$ cat config.mk
export PLATFORM = sky130hd
export DESIGN_NAME = ucseq_mem_seq
export DESIGN_NICKNAME = d
export VERILOG_FILES = /design/src/rtl/ucseq_pkg.sv /design/src/rtl/ucseq_store.sv /design/src/rtl/ucseq_ctrl.sv /design/src/rtl/ucseq_wave.sv /design/src/rtl/ucseq_mem_seq.sv
export SDC_FILE = /design/constraint.sdc
export NUM_CORES = 1
export LEC_CHECK = 0
export ABC_AREA = 1
export BUFFER_PORTS_ARGS = -buffer_cell sky130_fd_sc_hd__buf_2
export CORE_UTILIZATION = 35
export CTS_CLUSTER_DIAMETER = 150
export DETAILED_ROUTE_END_ITERATION = 7
export HOLD_SLACK_MARGIN = 0.03
export PLACE_DENSITY = 0.52
export SYNTH_ARGS = -nofsm -noshare
export SYNTH_HDL_FRONTEND = slang
export SYNTH_SLANG_ARGS = --single-unit
export TNS_END_PERCENT = 1
$ cat constraint.sdc
create_clock -name clk -period 2.75 [get_ports clk]
set_input_delay 0.1375 -clock clk [delete_from_list [all_inputs] [get_ports clk]]
set_output_delay 0.1375 -clock clk [all_outputs]
set_load 0.02 [all_outputs]
$ cat src/rtl/ucseq_pkg.sv
package ucseq_pkg;
  localparam int QTR     = 4;
  localparam int PH_W    = $clog2(QTR);
  localparam int GPL_W   = 6;
  localparam int WORD_W  = 32;

  typedef struct packed {
    logic [15:0]      rsvd;
    logic             last;
    logic             wen;
    logic [GPL_W-1:0] gpl;
    logic [QTR-1:0]   bs;
    logic [QTR-1:0]   cs;
  } uword_t;

  typedef enum logic [1:0] {ST_IDLE, ST_START, ST_RUN} seq_st_t;
endpackage

$ cat src/rtl/ucseq_store.sv
module ucseq_store #(
  parameter int AW = 6,
  parameter int DW = 32
) (
  input  logic          clk,
  input  logic          we,
  input  logic [AW-1:0] waddr,
  input  logic [DW-1:0] wdata,
  input  logic [AW-1:0] raddr,
  output logic [DW-1:0] rdata
);
  localparam int DEPTH = 1 << AW;

  logic [DW-1:0] mem [DEPTH];

  // simple dual-port, registered read: maps onto block RAM
  always_ff @(posedge clk) begin
    if (we) mem[waddr] <= wdata;
    rdata <= mem[raddr];
  end
endmodule

$ cat src/rtl/ucseq_ctrl.sv
module ucseq_ctrl
  import ucseq_pkg::*;
#(
  parameter int            AW     = 6,
  parameter logic [AW-1:0] ENT_RD = 'h00,
  parameter logic [AW-1:0] ENT_WR = 'h18,
  parameter logic [AW-1:0] ENT_RF = 'h30,
  parameter logic [AW-1:0] ENT_EX = 'h3C
) (
  input  logic            clk,
  input  logic            rst,
  input  logic            host_we,
  input  logic            acc_req,
  input  logic            acc_wr,
  input  logic            rfsh_req,
  input  logic            exc_req,
  input  logic            run_req,
  input  logic [AW-1:0]   run_idx,
  input  logic            mem_wait,
  input  logic            cur_wen,
  input  logic            cur_last,
  output logic [AW-1:0]   idx_d,
  output logic [AW-1:0]   idx_q,
  output logic [PH_W-1:0] ph,
  output logic            running,
  output logic            load_word,
  output logic            busy,
  output logic            wait_s
);
  // request slots, lowest slot number wins
  localparam int NREQ  = 5;
  localparam int S_EX  = 0;
  localparam int S_RF  = 1;
  localparam int S_RD  = 2;
  localparam int S_WR  = 3;
  localparam int S_RUN = 4;
  localparam logic [PH_W-1:0] PH_DEC  = PH_W'(QTR - 2);
  localparam logic [PH_W-1:0] PH_LAST = PH_W'(QTR - 1);

  seq_st_t        st;
  logic [NREQ-1:0] req_in, pend, gnt, clr;
  logic [AW-1:0]  run_idx_q, entry;
  logic           start, decide, hold, done_q, ws1;

  assign req_in[S_EX]  = exc_req;
  assign req_in[S_RF]  = rfsh_req;
  assign req_in[S_RD]  = acc_req & ~acc_wr;
  assign req_in[S_WR]  = acc_req &  acc_wr;
  assign req_in[S_RUN] = run_req;

  always_comb begin
    gnt = '0;
    for (int i = NREQ - 1; i >= 0; i--) begin
      if (pend[i]) gnt = NREQ'(1) << i;
    end
  end

  assign start = (st == ST_IDLE) && (|pend) && !host_we;
  assign clr   = start ? gnt : '0;

  genvar g;
  generate
    for (g = 0; g < NREQ; g++) begin : g_pend
      always_ff @(posedge clk) begin
        if (rst) pend[g] <= 1'b0;
        else     pend[g] <= (pend[g] & ~clr[g]) | req_in[g];
      end
    end
  endgenerate

  always_ff @(posedge clk) begin
    if (rst)          run_idx_q <= '0;
    else if (run_req) run_idx_q <= run_idx;
  end

  always_comb begin
    entry = run_idx_q;
    if      (gnt[S_EX]) entry = ENT_EX;
    else if (gnt[S_RF]) entry = ENT_RF;
    else if (gnt[S_RD]) entry = ENT_RD;
    else if (gnt[S_WR]) entry = ENT_WR;
  end

  // wait input synchronizer
  always_ff @(posedge clk) begin
    if (rst) begin
      ws1    <= 1'b0;
      wait_s <= 1'b0;
    end else begin
      ws1    <= mem_wait;
      wait_s <= ws1;
    end
  end

  assign running = (st == ST_RUN);
  assign busy    = (st != ST_IDLE);
  assign decide  = running && (ph == PH_DEC);
  assign hold    = cur_wen && wait_s;

  always_comb begin
    idx_d = idx_q;
    if (start)                            idx_d = entry;
    else if (decide && !hold && !cur_last) idx_d = idx_q + 1'b1;
  end

  assign load_word = (st == ST_START) || (running && (ph == PH_LAST) && !done_q);

  always_ff @(posedge clk) begin
    if (rst) begin
      st     <= ST_IDLE;
      ph     <= '0;
      idx_q  <= '0;
      done_q <= 1'b0;
    end else begin
      idx_q <= idx_d;
      if (start)       done_q <= 1'b0;
      else if (decide) done_q <= !hold && cur_last;
      case (st)
        ST_IDLE:  if (start) st <= ST_START;
        ST_START: begin
          st <= ST_RUN;
          ph <= '0;
        end
        default: begin
          ph <= ph + 1'b1;
          if (ph == PH_LAST && done_q) st <= ST_IDLE;
        end
      endcase
    end
  end
endmodule

$ cat src/rtl/ucseq_wave.sv
module ucseq_wave
  import ucseq_pkg::*;
(
  input  logic              clk,
  input  logic              rst,
  input  logic              load_word,
  input  logic              running,
  input  logic [PH_W-1:0]   ph,
  input  logic [WORD_W-1:0] rdata,
  output logic              cur_wen,
  output logic              cur_last,
  output logic              mem_cs,
  output logic              mem_bs,
  output logic [GPL_W-1:0]  mem_gpl
);
  uword_t cur;

  // timing stage: latch the fetched word
  always_ff @(posedge clk) begin
    if (rst)            cur <= '0;
    else if (load_word) cur <= uword_t'(rdata);
  end

  assign cur_wen  = cur.wen;
  assign cur_last = cur.last;

  // registered pins, one quarter bit per phase
  always_ff @(posedge clk) begin
    if (rst || !running) begin
      mem_cs  <= 1'b1;
      mem_bs  <= 1'b1;
      mem_gpl <= '1;
    end else begin
      mem_cs  <= cur.cs[ph];
      mem_bs  <= cur.bs[ph];
      mem_gpl <= cur.gpl;
    end
  end
endmodule

$ cat src/rtl/ucseq_mem_seq.sv
module ucseq_mem_seq
  import ucseq_pkg::*;
#(
  parameter int            AW     = 6,
  parameter logic [AW-1:0] ENT_RD = 'h00,
  parameter logic [AW-1:0] ENT_WR = 'h18,
  parameter logic [AW-1:0] ENT_RF = 'h30,
  parameter logic [AW-1:0] ENT_EX = 'h3C
) (
  input  logic              clk,
  input  logic              rst,
  input  logic              host_we,
  input  logic [AW-1:0]     host_addr,
  input  logic [WORD_W-1:0] host_wdata,
  input  logic              acc_req,
  input  logic              acc_wr,
  input  logic              rfsh_req,
  input  logic              exc_req,
  input  logic              run_req,
  input  logic [AW-1:0]     run_idx,
  input  logic              mem_wait,
  output logic              busy,
  output logic              mem_cs,
  output logic              mem_bs,
  output logic [GPL_W-1:0]  mem_gpl
);
  logic [AW-1:0]     idx_d, idx_q;
  logic [PH_W-1:0]   ph;
  logic              running, load_word, wait_s, cur_wen, cur_last, store_we;
  logic [WORD_W-1:0] rdata;

  assign store_we = host_we && !busy;

  ucseq_store #(.AW(AW), .DW(WORD_W)) store_i (
    .clk(clk), .we(store_we), .waddr(host_addr), .wdata(host_wdata),
    .raddr(idx_d), .rdata(rdata)
  );

  ucseq_ctrl #(
    .AW(AW), .ENT_RD(ENT_RD), .ENT_WR(ENT_WR), .ENT_RF(ENT_RF), .ENT_EX(ENT_EX)
  ) ctrl_i (
    .clk(clk), .rst(rst), .host_we(host_we),
    .acc_req(acc_req), .acc_wr(acc_wr), .rfsh_req(rfsh_req),
    .exc_req(exc_req), .run_req(run_req), .run_idx(run_idx),
    .mem_wait(mem_wait), .cur_wen(cur_wen), .cur_last(cur_last),
    .idx_d(idx_d), .idx_q(idx_q), .ph(ph), .running(running),
    .load_word(load_word), .busy(busy), .wait_s(wait_s)
  );

  ucseq_wave wave_i (
    .clk(clk), .rst(rst), .load_word(load_word), .running(running),
    .ph(ph), .rdata(rdata), .cur_wen(cur_wen), .cur_last(cur_last),
    .mem_cs(mem_cs), .mem_bs(mem_bs), .mem_gpl(mem_gpl)
  );
endmodule

Word-level counts from Yosys, hierarchy flattened
Memories as Yosys holds them, arrays and structs flattened. A register that Yosys moved wholly into a read port is not among the register bits.
Index checks and enable logic that the tools add are counted.
Widths: inputs -> output; s select.

operators by class
  add/sub/neg operators = 2
  $mul = 0
  div/mod/pow operators = 0
  order comparisons = 1
  eq/ne operators = 5
  shift-type cells = 0
  muxes and demuxes = 22
  bitwise operators = 18
  reductions and logical operators = 25

operators with widths
  cell                 count
  $mux 6               6
  $mux 5               6
  $logic_and 1x1->1    11
  $pmux 2 s2           2
  $and 1x1->1          7
  $add 6x1->6 const B  1
  $eq 2x2->1 const B   3
  $logic_not 1->1      6
  $not 1->1            6
  $or 1x1->1           5
  $reduce_or 5->1      1
  $bmux 1 s2           2
  $mux 1               4
  $mux 2               2
  $lt 2x3->1 const B   1
  $reduce_bool 3->1    1
  $add 2x1->2 const B  1
  $eq 2x1->1 const B   1
  $logic_not 2->1      1
  $logic_or 1x1->1     2
  $ne 2x1->1 const B   1
  $reduce_and 2->1     1
  $reduce_bool 2->1    1
  $reduce_or 2->1      1

storage, ports and cells
  register bits after elaboration = 48
  latch bits = 0
  bits in writable memories = 2,048
  ROM bits = 0
  input port bits = 53
  output and inout bits = 9
  logic and storage cells = 94
  memories = 1

memories
  name         words  bits a word  read ports  clocked after Yosys merged registers in  write ports  line               text
  store_i.mem  64     32           1           1                                        1            ucseq_store.sv:14  logic [DW-1:0] mem [DEPTH];

Longest topological paths before layout
Gate-level depths: netlist of run 1.

  word-level depth = 10
  gate-level depth with buffers = 18

Cells and area by module
Synthesis of run 1 repeated with hierarchy kept, for this count alone.

unflattened totals
  cells, all modules = 7,057
  area total of the unflattened synthesis = 84,950.2 um^2

modules (own cells, without submodules)
  module         times used  cells an instance  area an instance (um^2)  sequential area each (um^2)
  ucseq_store    1           6,769              82,738.1                 62,139.6
  ucseq_ctrl     1           176                1,260.0                  480.5
  ucseq_wave     1           110                942.2                    480.5
  ucseq_mem_seq  1           2                  10.0                     0.0

Worst setup path before layout of run 1
Ideal clock, no wire load.

  path kind = register -> register
  start point = register ctrl_i.st[1]
  end point = memory store_i.mem[0][0] (enable)
  library setup time = 0.389 ns
  arrival = 1.930 ns
  data required time = 2.361 ns
  setup slack = 0.431 ns
  stages on the path, launching flop included = 6
  path buffers = 0
  clock period less this slack = 2.319 ns
  path through = dfxtp_1 -> inv_2 -> nand2_2 -> nor2_1 -> nand4_1 -> nor2_1

between the ends
  word-level cells in the longest chain between the ends = 5

RTL lines
  item                          line                 text
  start, declared               ucseq_ctrl.sv:40     seq_st_t st;
  start signal, assigned        ucseq_ctrl.sv:110    st <= ST_IDLE;
  start signal, assigned        ucseq_ctrl.sv:119    ST_IDLE: if (start) st <= ST_START;
  start signal, assigned        ucseq_ctrl.sv:121    st <= ST_RUN;
  $reduce_bool 2->1             ucseq_ctrl.sv:96     assign busy = (st != ST_IDLE);
  net busy                      ucseq_mem_seq.sv:22  output logic busy,
  $logic_not 1->1               ucseq_mem_seq.sv:32  assign store_we = host_we && !busy;
  $logic_and 1x1->1             ucseq_mem_seq.sv:32
  $mux 1                        ucseq_store.sv:18    if (we) mem[waddr] <= wdata;
  $mux 1 (not written as such)  ucseq_store.sv:18
  end, declared                 ucseq_store.sv:14

The timed path passes the listed nets, and every way through them passes these cells.

Worst setup path after layout of run 1
  start point = register ctrl_i.ph[0]
  end point = register store_i.rdata[14], read port of store_i.mem

between the ends
  word-level cells in the longest chain between the ends = 6

RTL lines
  item                            line               text
  start, declared                 ucseq_ctrl.sv:24   output logic [PH_W-1:0] ph,
  start signal, assigned          ucseq_ctrl.sv:125  ph <= ph + 1'b1;
  $eq 2x2->1                      ucseq_ctrl.sv:97   assign decide = running && (ph == PH_DEC);
  $logic_and 1x1->1               ucseq_ctrl.sv:97
  $logic_and 1x1->1 (2 in a row)  ucseq_ctrl.sv:103  else if (decide && !hold && !cur_last) idx_d = idx_q + 1'b1;
  $mux 6                          ucseq_ctrl.sv:103
  $mux 6                          ucseq_ctrl.sv:102  if (start) idx_d = entry;
  end, declared                   ucseq_store.sv:10  output logic [DW-1:0] rdata

No other way between the ends.
A chain may end at the register's enable or synchronous reset.

==> results.py, run 1 <==
metrics = {
    "timing": {
        "fin_skew_ps": 24.8,
        "max_slew.worst_pin.slew_ps": 986,
        "min_period_over_period_pct": 98.0,
        "postLayoutSetupSlackWorst_ps": 55.1,
        "max_slew_margin_pct": 34.2,
        "setup_failing_eps_final": 0,
        "finalCriticalPeriod_ps": 2690,
        "fmax_mhz": 371,
        "hold_violations": 0,
        "timing_max_transition_violations_final": 0,
    },
    "yosys": {
        "syn_area_per_cell_sq_um": 10.5,
        "syn_nets": 4558,
        "synthDistinctLibCells": 37,
        "netlist_area_sq_mm": 0.0474,
        "synth_seq_cells": 1088,
        "netlist_instances": 4502,
        "synthDominantCellAreaShare_pct": 64.9,
        "synth_warnings": 0,
        "seq_area_frac_synth_pct": 67.6,
        "synth_top_cells_by_area": "sky130_fd_sc_hd__edfxtp_1 65%, sky130_fd_sc_hd__nand3_1 12%, sky130_fd_sc_hd__nand2_1 6.8%",
        "synth_top_cell_by_area": "sky130_fd_sc_hd__edfxtp_1",
    },
    "routing": {
        "drtIter0Drc": 3456,
        "detail_route.wl_per_cell_um": 22.0,
        "remaining_drc_errors": 2,
        "final_antenna_net_count": 0,
        "firstDrtPassIters": 8,
        "routed_wirelength_um": 146000,
        "dr_total_vias": 33000,
        "via_per_inst": 4.96,
    },
    "worst_setup_path": {
        "beginning_of_the_worst_register_to_register_path": "ctrl_i.ph[0]",
        "critical_path.startpoint_type": "register",
        "setup.worst_path.class": "register to register",
        "r2r_end": "store_i.rdata[14]",
        "cp_max_fo": 11,
        "timing.reg2reg.setup_slack_ps": 60,
        "r2r.worst_path.cells": 17,
        "critPathArrivalTime_ps": 3330,
        "required_ps": 3380,
        "timing.critical_path.to_type": "register",
    },
    "grt": {
        "met1_usage_pct": 29.7,
        "grt_use_total_pct": 21.0,
        "global_route.usage.met2_pct": 32.9,
        "global_route.peak_usage_layer": "met2",
        "vias_in_the_first_global_route": 31100,
        "global_route_wire_length_before_repair_um": 211000,
        "grtUsageMet3_pct": 3.12,
        "pin_count_of_the_biggest_net_entering_global_routing": 83,
        "gr-total-overflow": 0,
        "antenna_violations_before_repair": 12,
    },
    "clock_network": {
        "cts_root_buf": "sky130_fd_sc_hd__clkbuf_16",
        "numClockSinks": 1088,
        "htree_levels": 3,
        "clock_latency_ps": 740,
        "clkTransAtPathRegs_ps": 60,
        "cts.path.max_buffers": 3,
        "cts_buffer_count": 115,
        "tritoncts": "done",
    },
    "floorplan": {
        "die_area_sq_mm": 0.137,
        "core_area_sq_mm": 0.134,
        "floorplan.initialDensity_pct": 35.4,
        "ios": 62,
        "dieWidth_um": 370,
        "die_h_um": 370,
        "floorplan.rows": 134,
    },
    "worst_hold_path": {
        "hold_path_class": "input port to register",
        "holdPathStages": 1,
        "timing.hold.worst_endpoint": "store_i.mem[53][15]",
        "timing.hold.worst.start": "host_wdata[15]",
    },
    "power_and_ir_drop": {
        "part_of_the_total_power_dissipated_in_the_clock_network_pct": 37.6,
        "share_seq_of_total_power_pct": 46.7,
        "vdd_drop_max_mv": 0.526,
        "leakage_nw": 23.3,
        "power_switching_mw": 10.6,
        "switching_share_pct": 27.0,
        "power_density_mw_per_mm2": 686,
        "internal_power_mw": 28.8,
        "finalPower_mw": 39.4,
        "power_frac_comb_pct": 15.7,
    },
    "placed_design": {
        "dpl_worst_slack_ps": -282,
        "gpl.final_weighted_congestion": 0.925,
        "port_buffers": 45,
        "dp_hpwl_um": 88800,
    },
    "layout": {
        "seqCellArea_sq_mm": 0.0320,
        "drive_gt1_share_pct": 14.0,
        "nets": 4837,
        "multiInputGateArea_sq_mm": 0.0116,
        "layout.cells.most_common_list": "1024 x sky130_fd_sc_hd__edfxtp_1, 967 x sky130_fd_sc_hd__nand3_1, 857 x sky130_fd_sc_hd__nand2_1",
        "number_of_filler_instances_in_the_final_layout": 12500,
        "most_common_cell_after_layout_fill_and_taps_aside": "sky130_fd_sc_hd__edfxtp_1",
        "area_delta_synth_final_pct": 21.2,
    },
    "status": {
        "run_status": "complete, but fails checks",
        "violations": "DRC",
    },
    "flow_run": {
        "drv_cap": 0,
    },
}
[sequential cells by signal, summed over array words and instances, names as in the netlist]
name	cells
store_i.mem	1024
store_i.rdata	16
wave_i.cur	14
ctrl_i.idx_q	6
ctrl_i.run_idx_q	6
wave_i.mem_gpl	6
ctrl_i.pend	5
ctrl_i.ph	2
ctrl_i.st	2
ctrl_i.done_q	1
ctrl_i.wait_s	1
ctrl_i.ws1	1
wave_i.cur_last	1
wave_i.cur_wen	1
wave_i.mem_bs	1
wave_i.mem_cs	1
[per-stage QoR]
stage	setup TNS [ps]	util, %	instances	hold slack [ps]	cell area, sq um
after detailed placement	-2820	38.6	6343	376	51800
after CTS	-39.9	42.1	6618	47.6	56300
after floorplan	0	-	4502	236	47400
after global placement	-2870	38.6	6343	367	51800
after global routing	-230	42.9	6649	63.8	57400
final	0	42.9	6654	79.8	57400
[area by class of cell]
class	count	area share, %
Antenna cell	7	0.0305
Clock buffer	164	5.53
Clock inverter	51	0.645
Inverter	846	5.57
Multi-Input combinational cell	2316	20.3
Sequential cell	1088	55.8
Tap cell	1768	3.85
Timing Repair Buffer	414	8.32
[cells in the mapped netlist (all sizes together)]
cell       n
a21oi     21
a22oi      1
a31oi      1
buf      214
clkbuf    38
clkinv     1
dfxtp     64
edfxtp  1024
ha         3
inv      845
nand2    864
nand3   1092
nand3b   160
nand4     11
nor2     114
nor3       6
o211ai     4
o21a       1
o21ai     34
or2        4
[how the worst max path moves through the flow]
stage	start	slack, ps	cells after the start	to
2_1_floorplan	ctrl_i.st[1]	430	5	store_i.mem[0][0]
3_3_place_gp	ctrl_i.ph[0]	-280	17	store_i.rdata[7]
3_5_place_dp	ctrl_i.ph[0]	-280	17	store_i.rdata[7]
4_1_cts	ctrl_i.st[1]	-10	17	store_i.rdata[14]
5_1_grt	ctrl_i.ph[0]	-30	19	store_i.rdata[10]
6_report	ctrl_i.ph[0]	60	17	store_i.rdata[14]
[power by group through the flow]
stage          logic [mW]  registers, mW  clock network (mW)
2_1_floorplan        2.67           18.7                   0
3_3_place_gp         5.40           18.8                   0
3_5_place_dp         5.41           18.8                   0
4_1_cts              5.75           18.4                15.1
5_1_grt              6.57           18.4                15.7
6_report             6.20           18.4                14.8
[per-layer routing]
layer / up-vias / part of all wire, %
li1: 15600 / -
met1: 16200 / 45
met2: 1060 / 46
met3: 204 / 6.4
met4: 2 / 2.8
met5: - / 0.0089
[cells by family (layout without fill, tap and decap cells)]
kind of cell	after synthesis	after routing	synth area share (%)
compound gates	62	62	0.721
fa+ha+maj	3	3	0.0792
buf+inv	1098	1475	9.38
flops	1088	1088	67.6
other cells	0	7	0
simple gates	2251	2251	22.2
[worst max-delay path, cell delays in order (launching register included)]
cell                      delay, ps
sky130_fd_sc_hd__dfxtp_1        320
sky130_fd_sc_hd__inv_2           80
sky130_fd_sc_hd__ha_4           140
sky130_fd_sc_hd__buf_4          100
sky130_fd_sc_hd__nand4_1        110
sky130_fd_sc_hd__nand2_1        150
sky130_fd_sc_hd__buf_6          110
sky130_fd_sc_hd__nand3_4        130
sky130_fd_sc_hd__nand2_8        180
sky130_fd_sc_hd__buf_16         200
sky130_fd_sc_hd__buf_16         160
sky130_fd_sc_hd__nand2_1         60
sky130_fd_sc_hd__nand3_1         80
sky130_fd_sc_hd__nand3_1        140
sky130_fd_sc_hd__nand3_1        200
sky130_fd_sc_hd__nand3_1        200
sky130_fd_sc_hd__nand3_1        130
sky130_fd_sc_hd__nand2_1         50
[timing repair]
action                                 in CTS  in global routing
pin swaps                                   6                 21
setup endpoints to repair                  16                 16
gates resized for setup                    64                122
endpoints found under the hold margin     499                  0
hold buffers                               42                  0
buffers inserted                           14                 20
gates cloned                                4                 12
No activity file was read; power rests on OpenSTA's default activity.
==> run 2, diff against run 1 <==
--- a/config.mk
+++ b/config.mk
@@ -7,11 +7,13 @@
 export LEC_CHECK = 0
 export ABC_AREA = 1
 export BUFFER_PORTS_ARGS = -buffer_cell sky130_fd_sc_hd__buf_2
+export CELL_PAD_IN_SITES_DETAIL_PLACEMENT = 0
+export CELL_PAD_IN_SITES_GLOBAL_PLACEMENT = 1
 export CORE_UTILIZATION = 35
 export CTS_CLUSTER_DIAMETER = 150
 export DETAILED_ROUTE_END_ITERATION = 7
 export HOLD_SLACK_MARGIN = 0.03
-export PLACE_DENSITY = 0.52
+export PLACE_DENSITY = 0.61
 export SYNTH_ARGS = -nofsm -noshare
 export SYNTH_HDL_FRONTEND = slang
 export SYNTH_SLANG_ARGS = --single-unit
==> results.py, run 2 (same netlist as run 1, synthesis figures left out) <==
metrics = {
    "worst_setup_path": {
        "critPathMostFrequentCell": "sky130_fd_sc_hd__nand2_1",
        "critPathArrivalTime_ps": 3380,
        "crit_path_top_delay_cell": "sky130_fd_sc_hd__dfxtp_1",
        "r2r.worst_path.cells": 18,
        "timing.critical_path.to_type": "register",
        "r2r_end": "store_i.rdata[0]",
        "beginning_of_the_worst_register_to_register_path": "ctrl_i.st[0]",
        "timing.reg2reg.setup_slack_ps": 30,
        "max_stage_delay_ps": 320,
        "cp_max_fo": 7,
        "crit_chain": "buf_4 > nor2_1 > nand4_1 > nand2_2 > nand3_4 > nand2_8 > buf_16 > buf_16 > buf_12 > buf_6 > nand2_1 > nand2_1 > nand2_1 > nand3_1 > nand3_1 > nand3_2 > nand3_1 > nand2_1",
        "required_ps": 3410,
        "setup.worst_path.class": "register to register",
        "critical_path.startpoint_type": "register",
    },
    "floorplan": {
        "core_area_sq_mm": 0.134,
        "floorplan.initialDensity_pct": 35.4,
        "floorplan.rows": 134,
        "die_h_um": 370,
        "ios": 62,
        "dieWidth_um": 370,
        "die_area_sq_mm": 0.137,
    },
    "routing": {
        "drtIter0Drc": 3175,
        "routed_wirelength_um": 152000,
        "via_per_inst": 4.94,
        "remaining_drc_errors": 0,
        "firstDrtPassIters": 7,
        "detail_route.wl_per_cell_um": 22.6,
        "final_antenna_net_count": 0,
        "dr_total_vias": 33200,
    },
    "layout": {
        "most_common_cell_after_layout_fill_and_taps_aside": "sky130_fd_sc_hd__edfxtp_1",
        "area_delta_synth_final_pct": 22.0,
        "layout.cells.most_common_list": "1024 x sky130_fd_sc_hd__edfxtp_1, 1004 x sky130_fd_sc_hd__nand3_1, 856 x sky130_fd_sc_hd__nand2_1",
        "largest-register": "store_i.mem",
        "number_of_filler_instances_in_the_final_layout": 12500,
        "nets": 4904,
        "drive_gt1_share_pct": 14.6,
        "postLayoutCellArea_sq_mm": 0.0578,
        "largest_reg_flops": 1024,
        "largestRegisters": "store_i.mem: 1024 flops, store_i.rdata: 16 flops, wave_i.cur: 14 flops",
        "post_layout_nonfiller_instances": 6715,
    },
    "timing": {
        "min_period_over_period_pct": 99.0,
        "rsz0062_at_grt": "yes",
        "setup_failing_eps_final": 0,
        "fmax_mhz": 367,
        "fin_skew_ps": 27.9,
        "hold_violations": 0,
        "timing_max_transition_violations_final": 0,
        "max_slew.worst_pin.slew_ps": 1120,
        "finalCriticalPeriod_ps": 2720,
        "max_slew_margin_pct": 25.7,
    },
    "clock_network": {
        "clkTransAtPathRegs_ps": 60,
        "tritoncts": "done",
        "htree_levels": 3,
        "numClockSinks": 1088,
        "cts_buffer_count": 118,
        "cts_root_buf": "sky130_fd_sc_hd__clkbuf_16",
        "clock_latency_ps": 720,
        "cts.path.max_buffers": 3,
    },
    "grt": {
        "global_route_wire_length_before_repair_um": 213000,
        "vias_in_the_first_global_route": 30800,
        "pin_count_of_the_biggest_net_entering_global_routing": 73,
        "antenna_violations_before_repair": 9,
        "gr-total-overflow": 0,
        "grt_use_total_pct": 21.3,
    },
    "placed_design": {
        "placed_cell_area_sq_mm": 0.0522,
        "port_buffers": 45,
        "dp_hpwl_um": 90400,
        "post-place-cells": 6402,
        "gpl.final_weighted_congestion": 0.829,
    },
    "power_and_ir_drop": {
        "leakage_nw": 23.6,
        "vdd_drop_max_mv": 0.469,
        "power_density_mw_per_mm2": 687,
        "share_seq_of_total_power_pct": 46.4,
        "internal_power_mw": 28.9,
        "switching_share_pct": 27.2,
        "power_frac_comb_pct": 16.3,
        "part_of_the_total_power_dissipated_in_the_clock_network_pct": 37.3,
        "power_switching_mw": 10.8,
    },
    "worst_hold_path": {
        "timing.hold.worst.start": "host_wdata[6]",
        "hold_path_class": "input port to register",
        "timing.hold.worst_endpoint": "store_i.mem[30][6]",
        "holdPathStages": 1,
    },
    "flow_run": {
        "drv_cap": 0,
    },
    "status": {
        "run_status": "finished, final reports clean",
    },
}
[run 2: worst max-delay path: cells and delay by family, from the launching register on]
kind,cells,cell delay [ps]
flip-flops,1,320
AND/OR/NAND/NOR,13,1520
buffers and inverters,5,760
[run 2: repair_timing]
item                                    CTS  global route
endpoints found under the setup margin   16            16
buffers inserted                          4            28
gates resized for setup                  39           105
endpoints found under the hold margin   251             0
pin swaps                                 4            14
gates cloned                              2            21
hold buffers                             41             0
[run 2: worst max path at each step]
stage,start,end,slack (ps),depth (start not counted)
4_1_cts,ctrl_i.ph[0],store_i.rdata[15],-20,17
3_5_place_dp,ctrl_i.ph[0],store_i.rdata[10],-320,17
5_1_grt,ctrl_i.pend[1],store_i.rdata[14],-40,15
6_report,ctrl_i.st[0],store_i.rdata[0],30,18
3_3_place_gp,ctrl_i.ph[0],store_i.rdata[10],-290,17
2_1_floorplan,ctrl_i.st[1],store_i.mem[0][0],430,5
[run 2: layout make-up]
| cell class | count | area (sq um) | share of cell area, % |
|---|---|---|---|
| flip-flops and latches | 1088 | 32000 | 55.4 |
| well taps | 1768 | 2210 | 3.83 |
| clock buffers | 165 | 3230 | 5.59 |
| clock inverters | 49 | 304 | 0.526 |
| inverters | 846 | 3210 | 5.55 |
| diodes | 5 | 12.5 | 0.0216 |
| multi-input cells | 2316 | 11600 | 20.0 |
| repair buffers | 478 | 5260 | 9.10 |
[run 2: routing by layer]
metal / routed length (um) / global-route usage (%) / vias up
met5: 124 / 0.664 / -
met4: 4520 / 6.87 / 2
met3: 9360 / 3.39 / 205
met2: 68700 / 33.0 / 951
met1: 69200 / 30.3 / 16400
li1: - / - / 15700
[run 2: power by group through the flow]
stage / Sequential (mW) / Combinational, mW / Clock [mW]
5_1_grt: 18.4 / 6.86 / 15.7
3_5_place_dp: 18.8 / 5.62 / 0
2_1_floorplan: 18.7 / 2.67 / 0
3_3_place_gp: 18.8 / 5.61 / 0
4_1_cts: 18.4 / 5.85 / 15.1
6_report: 18.4 / 6.46 / 14.8
[run 2: stage by stage]
stage | hold slack (ps) | worst slack, ps | power (mW) | utilization [%] | TNS [ps]
after floorplan | 236 | 431 | 21.4 | - | 0
after global placement | 371 | -286 | 24.4 | 39.0 | -1760
after detailed placement | 371 | -319 | 24.4 | 39.0 | -2210
after CTS | 53.4 | -16.7 | 39.4 | 42.1 | -27.9
after global routing | 63.0 | -36.7 | 41.0 | 43.2 | -264
final | 86.9 | 26.5 | 39.7 | 43.2 | 0
